## config.mk

```make
export PLATFORM = sky130hd
export DESIGN_NAME = stream_prio_arb
export DESIGN_NICKNAME = d
export VERILOG_FILES = /design/src/rtl/prio_level_select.sv /design/src/rtl/lowest_index_pick.sv /design/src/rtl/grant_hold.sv /design/src/rtl/stream_prio_arb.sv
export SDC_FILE = /design/constraint.sdc
export NUM_CORES = 1
export LEC_CHECK = 0
export ABC_AREA = 1
export ABC_CLOCK_PERIOD_IN_PS = 1390
export BUFFER_PORTS_ARGS = -buffer_cell sky130_fd_sc_hd__buf_2
export CAP_MARGIN = 20
export CELL_PAD_IN_SITES_DETAIL_PLACEMENT = 2
export CELL_PAD_IN_SITES_GLOBAL_PLACEMENT = 2
export CORE_UTILIZATION = 23
export DETAILED_ROUTE_END_ITERATION = 8
export PLACE_DENSITY = 0.84
export SYNTH_ARGS = -nofsm -noshare
export SYNTH_HDL_FRONTEND = slang
export SYNTH_SLANG_ARGS = --single-unit
export TNS_END_PERCENT = 30
```

## constraint.sdc

```tcl
create_clock -name clk -period 1.39 [get_ports clk]
set_input_delay 0.2085 -clock clk [delete_from_list [all_inputs] [get_ports clk]]
set_output_delay 0.2085 -clock clk [all_outputs]
set_load 0.01 [all_outputs]
```

## src/rtl/prio_level_select.sv

```systemverilog
module prio_level_select #(
    parameter int unsigned NUM_STREAMS = 8,
    parameter int unsigned PRIO_W      = 2
) (
    input  logic [NUM_STREAMS-1:0]        req,
    input  logic [NUM_STREAMS*PRIO_W-1:0] prio,
    output logic [NUM_STREAMS-1:0]        cand
);
    localparam int unsigned LEVELS = 1 << PRIO_W;

    logic [NUM_STREAMS-1:0] at_level [LEVELS];
    logic [LEVELS-1:0]      level_hit;

    for (genvar lv = 0; lv < LEVELS; lv++) begin : g_lvl
        for (genvar s = 0; s < NUM_STREAMS; s++) begin : g_str
            assign at_level[lv][s] = req[s] &&
                (prio[s*PRIO_W +: PRIO_W] == PRIO_W'(lv));
        end
        assign level_hit[lv] = |at_level[lv];
    end

    always_comb begin
        cand = '0;
        for (int lv = 0; lv < LEVELS; lv++) begin
            if (level_hit[lv]) cand = at_level[lv];
        end
    end
endmodule

```

## src/rtl/lowest_index_pick.sv

```systemverilog
module lowest_index_pick #(
    parameter int unsigned NUM_STREAMS = 8
) (
    input  logic [NUM_STREAMS-1:0] cand,
    output logic [NUM_STREAMS-1:0] pick
);
    assign pick = cand & (~cand + 1'b1);
endmodule

```

## src/rtl/grant_hold.sv

```systemverilog
module grant_hold #(
    parameter int unsigned NUM_STREAMS = 8
) (
    input  logic                   clk,
    input  logic                   rst,
    input  logic [NUM_STREAMS-1:0] next_pick,
    input  logic                   access_done,
    output logic [NUM_STREAMS-1:0] grant_q,
    output logic                   valid_q
);
    logic decide;
    assign decide = !valid_q || access_done;

    always_ff @(posedge clk) begin
        if (rst) begin
            grant_q <= '0;
            valid_q <= 1'b0;
        end else if (decide) begin
            grant_q <= next_pick;
            valid_q <= |next_pick;
        end
    end
endmodule

```

## src/rtl/stream_prio_arb.sv

```systemverilog
module stream_prio_arb #(
    parameter int unsigned NUM_STREAMS = 8,
    parameter int unsigned PRIO_W      = 2
) (
    input  logic                          clk,
    input  logic                          rst,
    input  logic [NUM_STREAMS-1:0]        stream_req,
    input  logic [NUM_STREAMS*PRIO_W-1:0] stream_prio,
    input  logic                          access_done,
    output logic [NUM_STREAMS-1:0]        grant,
    output logic                          grant_valid
);
    logic [NUM_STREAMS-1:0] cand;
    logic [NUM_STREAMS-1:0] pick;

    prio_level_select #(.NUM_STREAMS(NUM_STREAMS), .PRIO_W(PRIO_W)) u_level (
        .req  (stream_req),
        .prio (stream_prio),
        .cand (cand)
    );

    lowest_index_pick #(.NUM_STREAMS(NUM_STREAMS)) u_pick (
        .cand (cand),
        .pick (pick)
    );

    grant_hold #(.NUM_STREAMS(NUM_STREAMS)) u_hold (
        .clk         (clk),
        .rst         (rst),
        .next_pick   (pick),
        .access_done (access_done),
        .grant_q     (grant),
        .valid_q     (grant_valid)
    );
endmodule

```

==> Word level (Yosys, flattened, before mapping) <==
Cells that the tools add are included.
{ "word_totals": {"regBits": 9, "in_bits": 27, "output_inout_bits": 9, "wordCells": 80} }
{ "classes": {"addsub": 1, "n_eq_ne": 24, "n_mux": 4, "n_bitwise": 2, "reduce_logical": 47} }
{ "op_table": {"columns": ["op", "n"], "rows": [
  ["$reduce_or A8 Y1", 5],
  ["$eq A2 B2 Y1 const B", 16],
  ["$logic_and A1 B1 Y1", 32],
  ["$mux W8", 4],
  ["$eq A2 B1 Y1 const B", 8],
  ["$logic_not A2 Y1", 8],
  ["$add A8 B1 Y8 const B", 1],
  ["$and A8 B8 Y8", 1],
  ["$not A8 Y8", 1],
  ["$logic_not A1 Y1", 1],
  ["$logic_or A1 B1 Y1", 1]
]} }

==> Logic depth before layout (Yosys ltp) <==
Gate-level depths: netlist of run 1.
{ "logic_depth": {"ltp_word": 11, "depth_mapped": 14, "depth_no_buf": 14} }

==> Cells and area by module <==
Synthesis of run 1 repeated with hierarchy kept, for this count alone.
{ "unflattened": {"cells_unflattened": 191, "area_unflattened_um2": 1052.3} }
{ "by_module_without_submodules": {"columns": ["module", "instances", "cells_each", "area_each_um2", "seq_area_each_um2"], "rows": [
  ["prio_level_select", 1, 126, 605.6, 0.0],
  ["grant_hold", 1, 45, 355.3, 180.2],
  ["lowest_index_pick", 1, 20, 91.3, 0.0]
]} }

==> Least setup slack after synthesis of run 1 <==
OpenSTA, ideal clock, no wires.
{ "synth_timing": {"kind": "input -> register", "startpoint": "in stream_prio[8]", "endpoint": "reg u_hold.grant_q[7]", "setup_ps": 66, "t_arrival_ps": 1212, "required_time_ps": 1324, "slack_ps": 112, "stages": 11, "n_path_buf": 0, "path_cell_list": "nand3_1 > nand2_1 > nor2_1 > nand2_2 > nor2_2 > nand2_2 > nand2_2 > nand3_2 > nor2_4 > nand2_1 > a21oi_2"} }
{ "synth_via": {"elab_chain_len": 10, "word_cells_on_any_way": 19, "classes_between": "add/sub (1); eq/ne (3); mux (4); bitwise (2); reduce/logical (9)"} }
{ "synth_lines": {"columns": ["item", "line", "source"], "rows": [
  ["start: declaration", "stream_prio_arb.sv:8", "input logic [NUM_STREAMS*PRIO_W-1:0] stream_prio,"],
  ["$logic_not A2 Y1", "prio_level_select.sv:17", "(prio[s*PRIO_W +: PRIO_W] == PRIO_W'(lv));"],
  ["$logic_and A1 B1 Y1", "prio_level_select.sv:16", "assign at_level[lv][s] = req[s] &&"],
  ["$reduce_or A8 Y1", "prio_level_select.sv:19", "assign level_hit[lv] = |at_level[lv];"],
  ["$mux W8 (3 in a row)", "prio_level_select.sv:25", "if (level_hit[lv]) cand = at_level[lv];"],
  ["$mux W8 *", "prio_level_select.sv:25", null],
  ["$not A8 Y8", "lowest_index_pick.sv:7", "assign pick = cand & (~cand + 1'b1);"],
  ["$add A8 B1 Y8", "lowest_index_pick.sv:7", null],
  ["$and A8 B8 Y8 *", "lowest_index_pick.sv:7", null],
  ["end signal: assignment", "grant_hold.sv:19", "grant_q <= next_pick;"],
  ["end: declaration", "grant_hold.sv:8", "output logic [NUM_STREAMS-1:0] grant_q,"]
]} }
Mark *: on every way between the ends. The rest lies on a longest branch, timed or not.
A chain may end at the register's enable or synchronous reset.

==> Worst setup path in the final report of run 1 <==
{ "layout_timing": {"startpoint": "in stream_req[3]", "endpoint": "reg u_hold.grant_q[5]"} }
{ "layout_via": {"elab_chain_len": 9, "word_cells_on_any_way": 15, "classes_between": "add/sub (1); mux (4); bitwise (2); reduce/logical (8)"} }
{ "layout_lines": {"columns": ["item", "line", "source"], "rows": [
  ["start: declaration", "stream_prio_arb.sv:7", "input logic [NUM_STREAMS-1:0] stream_req,"],
  ["$logic_and A1 B1 Y1", "prio_level_select.sv:16", null],
  ["$reduce_or A8 Y1", "prio_level_select.sv:19", null],
  ["$mux W8 (3 in a row)", "prio_level_select.sv:25", null],
  ["$mux W8 *", "prio_level_select.sv:25", null],
  ["$not A8 Y8", "lowest_index_pick.sv:7", null],
  ["$add A8 B1 Y8", "lowest_index_pick.sv:7", null],
  ["$and A8 B8 Y8 *", "lowest_index_pick.sv:7", null]
]} }
Marks and branches as above.

==> run_summary.xml, run 1 <==
<?xml version="1.0" encoding="UTF-8"?>
<metrics>
  <group name="clock_network">
    <metric name="cts_tree" unit="">built</metric>
    <metric name="cts_buffer_depth" unit="">2</metric>
    <metric name="numCtsBuffers" unit="">3</metric>
    <metric name="ctsHtreeMaxLevel" unit="">1</metric>
    <metric name="clock_sink_count" unit="">9</metric>
    <metric name="clock_latency_of_the_later_clocked_register_in_the_worst_skew_pair" unit="ps">240</metric>
    <metric name="clock_tree.root_cell" unit="">sky130_fd_sc_hd__clkbuf_8</metric>
    <metric name="clkSlewWorstSetupHoldPaths" unit="ps">50</metric>
  </group>
  <group name="power_and_ir_drop">
    <metric name="power_leakage" unit="nW">0.957</metric>
    <metric name="power_density" unit="nW/um^2">720</metric>
    <metric name="worst_ir_drop_vdd" unit="uV">269</metric>
  </group>
  <group name="flow_run">
    <metric name="drv_cap" unit="">0</metric>
  </group>
  <group name="critical_path">
    <metric name="crit_path_end_kind" unit="">flop</metric>
    <metric name="worstPathMaxFanout" unit="">7</metric>
    <metric name="cp-start-kind" unit="">primary input</metric>
    <metric name="rr_startpoint" unit="">u_hold.valid_q</metric>
    <metric name="worstReg2RegEnd" unit="">u_hold.grant_q[5]</metric>
    <metric name="cp_data_arrival_time" unit="ps">1760</metric>
    <metric name="cp.required" unit="ps">1540</metric>
    <metric name="reg2regPathDepth" unit="">5</metric>
    <metric name="path_class" unit="">primary input to flop</metric>
    <metric name="reg2reg_slack" unit="ps">200</metric>
  </group>
  <group name="timing">
    <metric name="final_max_slew_viol_count" unit="">0</metric>
    <metric name="grt_setup_unrepaired" unit="">yes</metric>
    <metric name="period_needed" unit="ps">1600</metric>
    <metric name="worst_slew_pin_slew" unit="ps">321</metric>
    <metric name="max_slew_margin" unit="%">78.6</metric>
    <metric name="whs" unit="ps">182</metric>
    <metric name="setup_violations" unit="">9</metric>
    <metric name="max_freq" unit="GHz">0.624</metric>
    <metric name="worst_slack" unit="ps">-213</metric>
    <metric name="timing.clock.skew" unit="ps">3.59</metric>
    <metric name="min_period_over_period" unit="%">115</metric>
    <metric name="report.final.hold_viol_count" unit="">0</metric>
  </group>
  <group name="synthesis">
    <metric name="syn-mean-instance-area" unit="sq um">5.55</metric>
    <metric name="postSynthCellCount" unit="">180</metric>
    <metric name="syn-num-nets" unit="">207</metric>
    <metric name="synth_adder_area_share" unit="%">0</metric>
    <metric name="muxShareOfSynthArea" unit="%">0</metric>
    <metric name="mappedNetlistArea" unit="sq um">998</metric>
    <metric name="synth.yosys.seq_area_share" unit="%">18.0</metric>
    <metric name="yosys.area_share.xor_xnor" unit="%">0</metric>
    <metric name="synth_warnings" unit="">0</metric>
    <metric name="synth.ff_latch_count" unit="">9</metric>
    <metric name="synth_compound_gate_area_share" unit="%">10.7</metric>
    <metric name="synth.lib_cells_used.distinct" unit="">18</metric>
    <metric name="synth_top_family_by_area" unit="">simple AND/OR/NAND/NOR gates</metric>
    <metric name="yosys.area_share.simple" unit="%">61.9</metric>
  </group>
  <group name="drt">
    <metric name="detailroute.via_count" unit="">1579</metric>
    <metric name="post_drt_via_cell_ratio" unit="">5.18</metric>
    <metric name="firstDrtPassIters" unit="">5</metric>
    <metric name="first_iter_violations" unit="">35</metric>
    <metric name="drtAntennaViolNets" unit="">0</metric>
    <metric name="routed_wirelength" unit="um">5970</metric>
    <metric name="wire_per_inst" unit="um">19.6</metric>
    <metric name="drc" unit="">0</metric>
  </group>
  <group name="place">
    <metric name="numPortBuffers" unit="">35</metric>
    <metric name="place.detailed.hpwl" unit="um">3680</metric>
    <metric name="routabilityCongestion" unit="">0.885</metric>
  </group>
  <group name="die">
    <metric name="cell_row_count" unit="">23</metric>
    <metric name="pin_count" unit="">36</metric>
    <metric name="chipHeight" unit="um">67.9</metric>
    <metric name="die-width" unit="um">67.9</metric>
    <metric name="initial_utilization" unit="%">24.4</metric>
    <metric name="fp.dieArea" unit="sq um">4610</metric>
    <metric name="design.core.area" unit="sq um">4090</metric>
  </group>
  <group name="global_route">
    <metric name="grt_first_pass_wirelength" unit="um">7270</metric>
    <metric name="first_global_vias" unit="">1610</metric>
    <metric name="grt_util_all_layers" unit="%">21.1</metric>
    <metric name="antenna_violations_before_repair" unit="">0</metric>
    <metric name="grt_start_max_net_pins" unit="">12</metric>
    <metric name="grt_overflow" unit="">0</metric>
  </group>
  <group name="outcome">
    <metric name="violated_checks" unit="">negative setup slack</metric>
    <metric name="status" unit="">finished, violations left</metric>
  </group>
  <group name="min_path">
    <metric name="holdPathStages" unit="">2</metric>
    <metric name="hold_path_end" unit="">u_hold.grant_q[3]</metric>
    <metric name="worstHoldStart" unit="">rst</metric>
    <metric name="hold_class" unit="">primary input to flop</metric>
  </group>
  <group name="final_layout">
    <metric name="antenna_diodes" unit="">0</metric>
    <metric name="fin_nets" unit="">283</metric>
    <metric name="final_cell_mix" unit="">sky130_fd_sc_hd__buf_4, sky130_fd_sc_hd__nand2_1, sky130_fd_sc_hd__buf_2</metric>
    <metric name="utilization" unit="%">44.5</metric>
    <metric name="commonest_non_fill_non_tap_cell_in_the_layout" unit="">sky130_fd_sc_hd__buf_4</metric>
    <metric name="area_overhead_of_the_layout_relative_to_synthesis" unit="%">82.0</metric>
    <metric name="post_route_cells_drive_above_1_share" unit="%">56.5</metric>
  </group>
</metrics>
metal layers:
metal	part of all wire, %	wire length (um)	global-route usage, %	vias up
met5	0	0	0	-
li1	-	-	-	737
met3	2.2	134	2.17	14
met1	39	2350	23.6	773
met4	3.0	182	5.73	0
met2	55	3310	41.5	55
through the flow:
stage	setup TNS, ps	total power [W]	cells	setup WS [ps]	cell area [sq um]
after CTS	-88.2	0.00118	305	-48.1	1640
after global placement	-1680	0.000785	296	-237	1470
after floorplan	0	0.000571	180	112	998
after detailed placement	-2620	0.000823	296	-407	1470
final	-1010	0.00131	305	-213	1820
after global routing	-1690	0.00138	305	-289	1820
logic make-up after synthesis:
kind of cell    after synthesis
compound gates               19
simple gates                127
buf+inv                      25
flops                         9
worst max path at each step:
| stage | from | to | cells past startpoint |
|---|---|---|---|
| global route | stream_req[3] | u_hold.grant_q[5] | 12 |
| CTS | stream_prio[14] | u_hold.grant_q[7] | 12 |
| detailed placement | stream_prio[14] | u_hold.valid_q | 13 |
| global placement | stream_prio[14] | u_hold.valid_q | 13 |
| finish | stream_req[3] | u_hold.grant_q[5] | 12 |
| floorplan | stream_prio[8] | u_hold.grant_q[7] | 11 |
area by class of cell:
cell class	instances	area (sq um)
Fill cell	511	2270
Inverter	24	95.1
Multi-Input combinational cell	146	918
Timing Repair Buffer	72	515
Clock buffer	4	45.0
Sequential cell	9	180
Tap cell	50	62.6
worst max-delay path, stage by stage:
cell                      delay [ps]
sky130_fd_sc_hd__buf_2           160
sky130_fd_sc_hd__nand3_1         170
sky130_fd_sc_hd__nand2_1         180
sky130_fd_sc_hd__nor2_4           70
sky130_fd_sc_hd__nand2_4         110
sky130_fd_sc_hd__buf_4           130
sky130_fd_sc_hd__nand2_1         100
sky130_fd_sc_hd__nand2_2         120
sky130_fd_sc_hd__nand3_2         100
sky130_fd_sc_hd__nor2_4          140
sky130_fd_sc_hd__nand2_1          80
sky130_fd_sc_hd__a21oi_1         180
timing repair:
item                       4_1_cts  5_1_grt
hold buffers                     0        0
resized for setup               21       55
pin swaps                        8       15
setup endpoints to repair        7        8
setup buffers                    5        0
cells in the mapped netlist (all sizes together):
master	number	area share (%)
a21oi	13	7.6
and3	1	0.63
clkbuf	1	0.38
dfxtp	9	18
inv	24	9.0
nand2	62	26
nand3	36	20
nand3b	1	0.75
nand4	3	1.9
nor2	24	13
o21ai	6	3.0
power by group:
group | switching, W | internal [W] | leakage (nW)
clock | 0.000117 | 0.000201 | 0.0228
combinational | 0.000420 | 0.000279 | 0.861
sequential | 0.0000104 | 0.000280 | 0.0739
total | 0.000548 | 0.000760 | 0.957
state kept, by name, indices dropped and copies added, names as in the netlist:
name and count:
u_hold.grant_q 8, u_hold.valid_q 1
(Power assumes the default switching activity.)
==> inputs of run 2 (changes only) <==
--- a/config.mk
+++ b/config.mk
@@ -5,15 +5,14 @@
 export SDC_FILE = /design/constraint.sdc
 export NUM_CORES = 1
 export LEC_CHECK = 0
-export ABC_AREA = 1
 export ABC_CLOCK_PERIOD_IN_PS = 1390
 export BUFFER_PORTS_ARGS = -buffer_cell sky130_fd_sc_hd__buf_2
 export CAP_MARGIN = 20
 export CELL_PAD_IN_SITES_DETAIL_PLACEMENT = 2
 export CELL_PAD_IN_SITES_GLOBAL_PLACEMENT = 2
-export CORE_UTILIZATION = 23
+export CORE_UTILIZATION = 26
 export DETAILED_ROUTE_END_ITERATION = 8
-export PLACE_DENSITY = 0.84
+export PLACE_DENSITY = 0.85
 export SYNTH_ARGS = -nofsm -noshare
 export SYNTH_HDL_FRONTEND = slang
 export SYNTH_SLANG_ARGS = --single-unit
==> run_summary.xml, run 2 <==
<?xml version="1.0" encoding="UTF-8"?>
<metrics>
  <group name="outcome">
    <metric name="status" unit="">finished, violations left</metric>
    <metric name="violated_checks" unit="">negative setup slack</metric>
  </group>
  <group name="clock_network">
    <metric name="clock_sink_count" unit="">9</metric>
    <metric name="clock_tree.root_cell" unit="">sky130_fd_sc_hd__clkbuf_4</metric>
    <metric name="ctsHtreeMaxLevel" unit="">1</metric>
    <metric name="clock_latency_of_the_later_clocked_register_in_the_worst_skew_pair" unit="ps">260</metric>
    <metric name="numCtsBuffers" unit="">3</metric>
    <metric name="cts_buffer_depth" unit="">2</metric>
    <metric name="clkSlewWorstSetupHoldPaths" unit="ps">70</metric>
    <metric name="cts_tree" unit="">built</metric>
  </group>
  <group name="place">
    <metric name="place.detailed.hpwl" unit="um">3920</metric>
    <metric name="numPortBuffers" unit="">35</metric>
    <metric name="routabilityCongestion" unit="">0.807</metric>
    <metric name="post_dp_cell_area" unit="sq um">1440</metric>
  </group>
  <group name="final_layout">
    <metric name="commonest_non_fill_non_tap_cell_in_the_layout" unit="">sky130_fd_sc_hd__buf_4</metric>
    <metric name="final_cell_mix" unit="">sky130_fd_sc_hd__buf_4, sky130_fd_sc_hd__buf_2, sky130_fd_sc_hd__nand3b_1</metric>
    <metric name="largest_register" unit="">u_hold.grant_q</metric>
    <metric name="fin_nets" unit="">228</metric>
    <metric name="antenna_diodes" unit="">0</metric>
    <metric name="reg.largest.list" unit="">u_hold.grant_q: 8 flops, u_hold.valid_q: 1 flops</metric>
    <metric name="largest_register_ff_count" unit="">8</metric>
    <metric name="post_route_cell_area" unit="sq um">1770</metric>
    <metric name="post_route_cells_drive_above_1_share" unit="%">64.0</metric>
    <metric name="area_overhead_of_the_layout_relative_to_synthesis" unit="%">95.6</metric>
    <metric name="num-fill-cells" unit="">362</metric>
  </group>
  <group name="power_and_ir_drop">
    <metric name="sequential_fraction_of_design_power" unit="%">23.6</metric>
    <metric name="power.switching" unit="W">0.000470</metric>
    <metric name="power_density" unit="nW/um^2">671</metric>
    <metric name="switching_share" unit="%">39.6</metric>
    <metric name="clock_power_share" unit="%">18.0</metric>
    <metric name="power_leakage" unit="nW">0.795</metric>
    <metric name="power.internal" unit="W">0.000715</metric>
    <metric name="p_comb_share" unit="%">58.4</metric>
    <metric name="worst_ir_drop_vdd" unit="uV">483</metric>
  </group>
  <group name="synthesis">
    <metric name="synth.yosys.seq_area_share" unit="%">19.9</metric>
    <metric name="synth_common_cells" unit="">sky130_fd_sc_hd__nand3b_1, sky130_fd_sc_hd__nor2_1, sky130_fd_sc_hd__inv_1</metric>
    <metric name="synth.ff_latch_count" unit="">9</metric>
    <metric name="synth_top_cell_by_area" unit="">sky130_fd_sc_hd__dfxtp_1</metric>
    <metric name="postSynthCellCount" unit="">115</metric>
    <metric name="synthArstFlopShare" unit="%">0</metric>
    <metric name="synthTopCellsByArea" unit="">sky130_fd_sc_hd__dfxtp_1, sky130_fd_sc_hd__nand3b_1, sky130_fd_sc_hd__nor2_1, sky130_fd_sc_hd__inv_1, sky130_fd_sc_hd__o2111a_1</metric>
    <metric name="syn-num-nets" unit="">142</metric>
    <metric name="synth_enable_flop_cells" unit="">0</metric>
    <metric name="syn-mean-instance-area" unit="sq um">7.86</metric>
    <metric name="mappedNetlistArea" unit="sq um">903</metric>
    <metric name="synthFlopType" unit="">sky130_fd_sc_hd__dfxtp_1</metric>
    <metric name="synth_warnings" unit="">0</metric>
    <metric name="synth.lib_cells_used.distinct" unit="">40</metric>
    <metric name="portion_of_synthesized_cell_area_occupied_by_the_leading_cell_type" unit="%">19.9</metric>
  </group>
  <group name="critical_path">
    <metric name="cp_data_arrival_time" unit="ps">2150</metric>
    <metric name="worst_path_most_repeated_cell" unit="">sky130_fd_sc_hd__buf_4</metric>
    <metric name="path_class" unit="">primary input to flop</metric>
    <metric name="max_stage_delay" unit="ps">320</metric>
    <metric name="worst_path_max_delay_cell" unit="">sky130_fd_sc_hd__a221oi_2</metric>
    <metric name="crit_path_end_kind" unit="">flop</metric>
    <metric name="cp_cell_sequence" unit="">buf_2 &gt; buf_4 &gt; nand3b_1 &gt; o2111ai_2 &gt; nor2_4 &gt; o21ai_2 &gt; a221oi_2 &gt; buf_4 &gt; a2111oi_4 &gt; and4b_1 &gt; a32o_2</metric>
    <metric name="worstPathMaxFanout" unit="">6</metric>
    <metric name="cp-start-kind" unit="">primary input</metric>
    <metric name="cp.required" unit="ps">1550</metric>
  </group>
  <group name="die">
    <metric name="cell_row_count" unit="">21</metric>
    <metric name="design.core.area" unit="sq um">3340</metric>
    <metric name="chipHeight" unit="um">60.9</metric>
    <metric name="initial_utilization" unit="%">27.1</metric>
    <metric name="die-width" unit="um">60.9</metric>
    <metric name="fp.dieArea" unit="sq um">3710</metric>
    <metric name="pin_count" unit="">36</metric>
  </group>
  <group name="drt">
    <metric name="drc" unit="">0</metric>
    <metric name="post_drt_via_cell_ratio" unit="">5.61</metric>
    <metric name="first_iter_violations" unit="">61</metric>
    <metric name="routed_wirelength" unit="um">6170</metric>
    <metric name="drtAntennaViolNets" unit="">0</metric>
    <metric name="detailroute.via_count" unit="">1381</metric>
    <metric name="wire_per_inst" unit="um">25.1</metric>
    <metric name="firstDrtPassIters" unit="">4</metric>
  </group>
  <group name="timing">
    <metric name="setup_violations" unit="">9</metric>
    <metric name="sum_of_negative_setup_slack" unit="ps">-4620</metric>
    <metric name="worst_slew_pin_slew" unit="ps">357</metric>
    <metric name="grt_setup_unrepaired" unit="">yes</metric>
    <metric name="timing.clock.skew" unit="ps">7.51</metric>
    <metric name="final_max_slew_viol_count" unit="">0</metric>
    <metric name="min_period_over_period" unit="%">143</metric>
    <metric name="max_slew_margin" unit="%">76.2</metric>
    <metric name="report.final.hold_viol_count" unit="">0</metric>
    <metric name="max_freq" unit="GHz">0.502</metric>
    <metric name="period_needed" unit="ps">1990</metric>
    <metric name="worst_slack" unit="ps">-601</metric>
  </group>
  <group name="global_route">
    <metric name="first_global_vias" unit="">1539</metric>
    <metric name="grt_first_pass_wirelength" unit="um">9050</metric>
    <metric name="antenna_violations_before_repair" unit="">0</metric>
    <metric name="grt_overflow" unit="">0</metric>
    <metric name="grt_util_all_layers" unit="%">35.8</metric>
    <metric name="grt_start_max_net_pins" unit="">11</metric>
  </group>
  <group name="min_path">
    <metric name="hold_class" unit="">primary input to flop</metric>
  </group>
  <group name="flow_run">
    <metric name="drv_cap" unit="">0</metric>
  </group>
</metrics>
## run 2: changes by cell type in the layout (fill, tap and decap cells not counted), moves of 6 or more
cell                       change
sky130_fd_sc_hd__nor2_4        -7
sky130_fd_sc_hd__inv_2         -6
sky130_fd_sc_hd__buf_6         +6
sky130_fd_sc_hd__o21ai_0       -6
sky130_fd_sc_hd__nand3_2      -14
sky130_fd_sc_hd__nand2_2      -18
sky130_fd_sc_hd__nand3_1      -13
sky130_fd_sc_hd__nand3b_1     +13
sky130_fd_sc_hd__nand2_1      -36
sky130_fd_sc_hd__buf_2         +7
sky130_fd_sc_hd__a21oi_1       -6
## run 2: final cells by class
type / count / area [sq um] / share of cell area [%]
Multi-Input combinational cell: 90 / 858 / 48.6
Inverter: 13 / 48.8 / 2.76
Clock buffer: 4 / 26.3 / 1.49
Timing Repair Buffer: 84 / 596 / 33.7
Sequential cell: 9 / 180 / 10.2
Tap cell: 46 / 57.6 / 3.26
## run 2: power groups by stage
stage / Sequential (W) / Clock [W] / Combinational, W
after floorplan: 0.000290 / 0 / 0.000217
final: 0.000280 / 0.000214 / 0.000692
after detailed placement: 0.000283 / 0 / 0.000503
after global placement: 0.000283 / 0 / 0.000455
after global routing: 0.000281 / 0.000239 / 0.000722
after CTS: 0.000278 / 0.000218 / 0.000633
## run 2: worst paths after layout
path | startpoint | endpoint | slack [ps] | cells after the start
max | stream_req[2] | u_hold.grant_q[7] | -600 | 11
min | rst | u_hold.grant_q[4] | 260 | 2
max reg2reg | u_hold.valid_q | u_hold.grant_q[2] | -120 | 5
min reg2reg | u_hold.grant_q[5] | u_hold.grant_q[5] | 520 | 2
## run 2: critical path, delay by kind of cell
family	cells	cell delay, ps
and+or+nand+nor	3	630
buffers and inverters	3	470
AOI/OAI and AO/OA	5	830
## run 2: cells by family after synthesis
| family | count (synthesis) | share of synthesized area, % |
|---|---|---|
| buffers and inverters | 16 | 6.79 |
| AOI/OAI and AO/OA | 35 | 35.5 |
| DFF | 9 | 19.9 |
| xor gates and xnor gates | 2 | 1.94 |
| and+or+nand+nor | 52 | 34.8 |
| muxes | 1 | 1.11 |
## run 2: per-stage QoR
step / total power [W] / util [%] / hold slack, ps / setup WS (ps) / instances
final: 0.00119 / 52.9 / 260 / -601 / 246
after global routing: 0.00124 / 52.9 / 262 / -615 / 246
after CTS: 0.00113 / 51.5 / 268 / -486 / 244
after detailed placement: 0.000787 / 43.1 / 485 / -1130 / 232
after global placement: 0.000738 / 43.1 / 442 / -927 / 232
after floorplan: 0.000507 / - / 411 / -599 / 115
## run 2: what timing repair did
action,CTS,global route
cloned,0,0
hold buffers,0,0
resized for setup,43,8
buffers inserted,8,2
setup endpoints to repair,9,9
pin swaps,21,8
## run 2: per-layer routing
layer  wire [um]  GRT usage, %  vias to the layer above
met5           0             0                        -
met4         308          20.1                        0
met3         392          6.40                       24
met2        3210          63.6                       68
met1        2260          40.2                      676
li1            -             -                      613
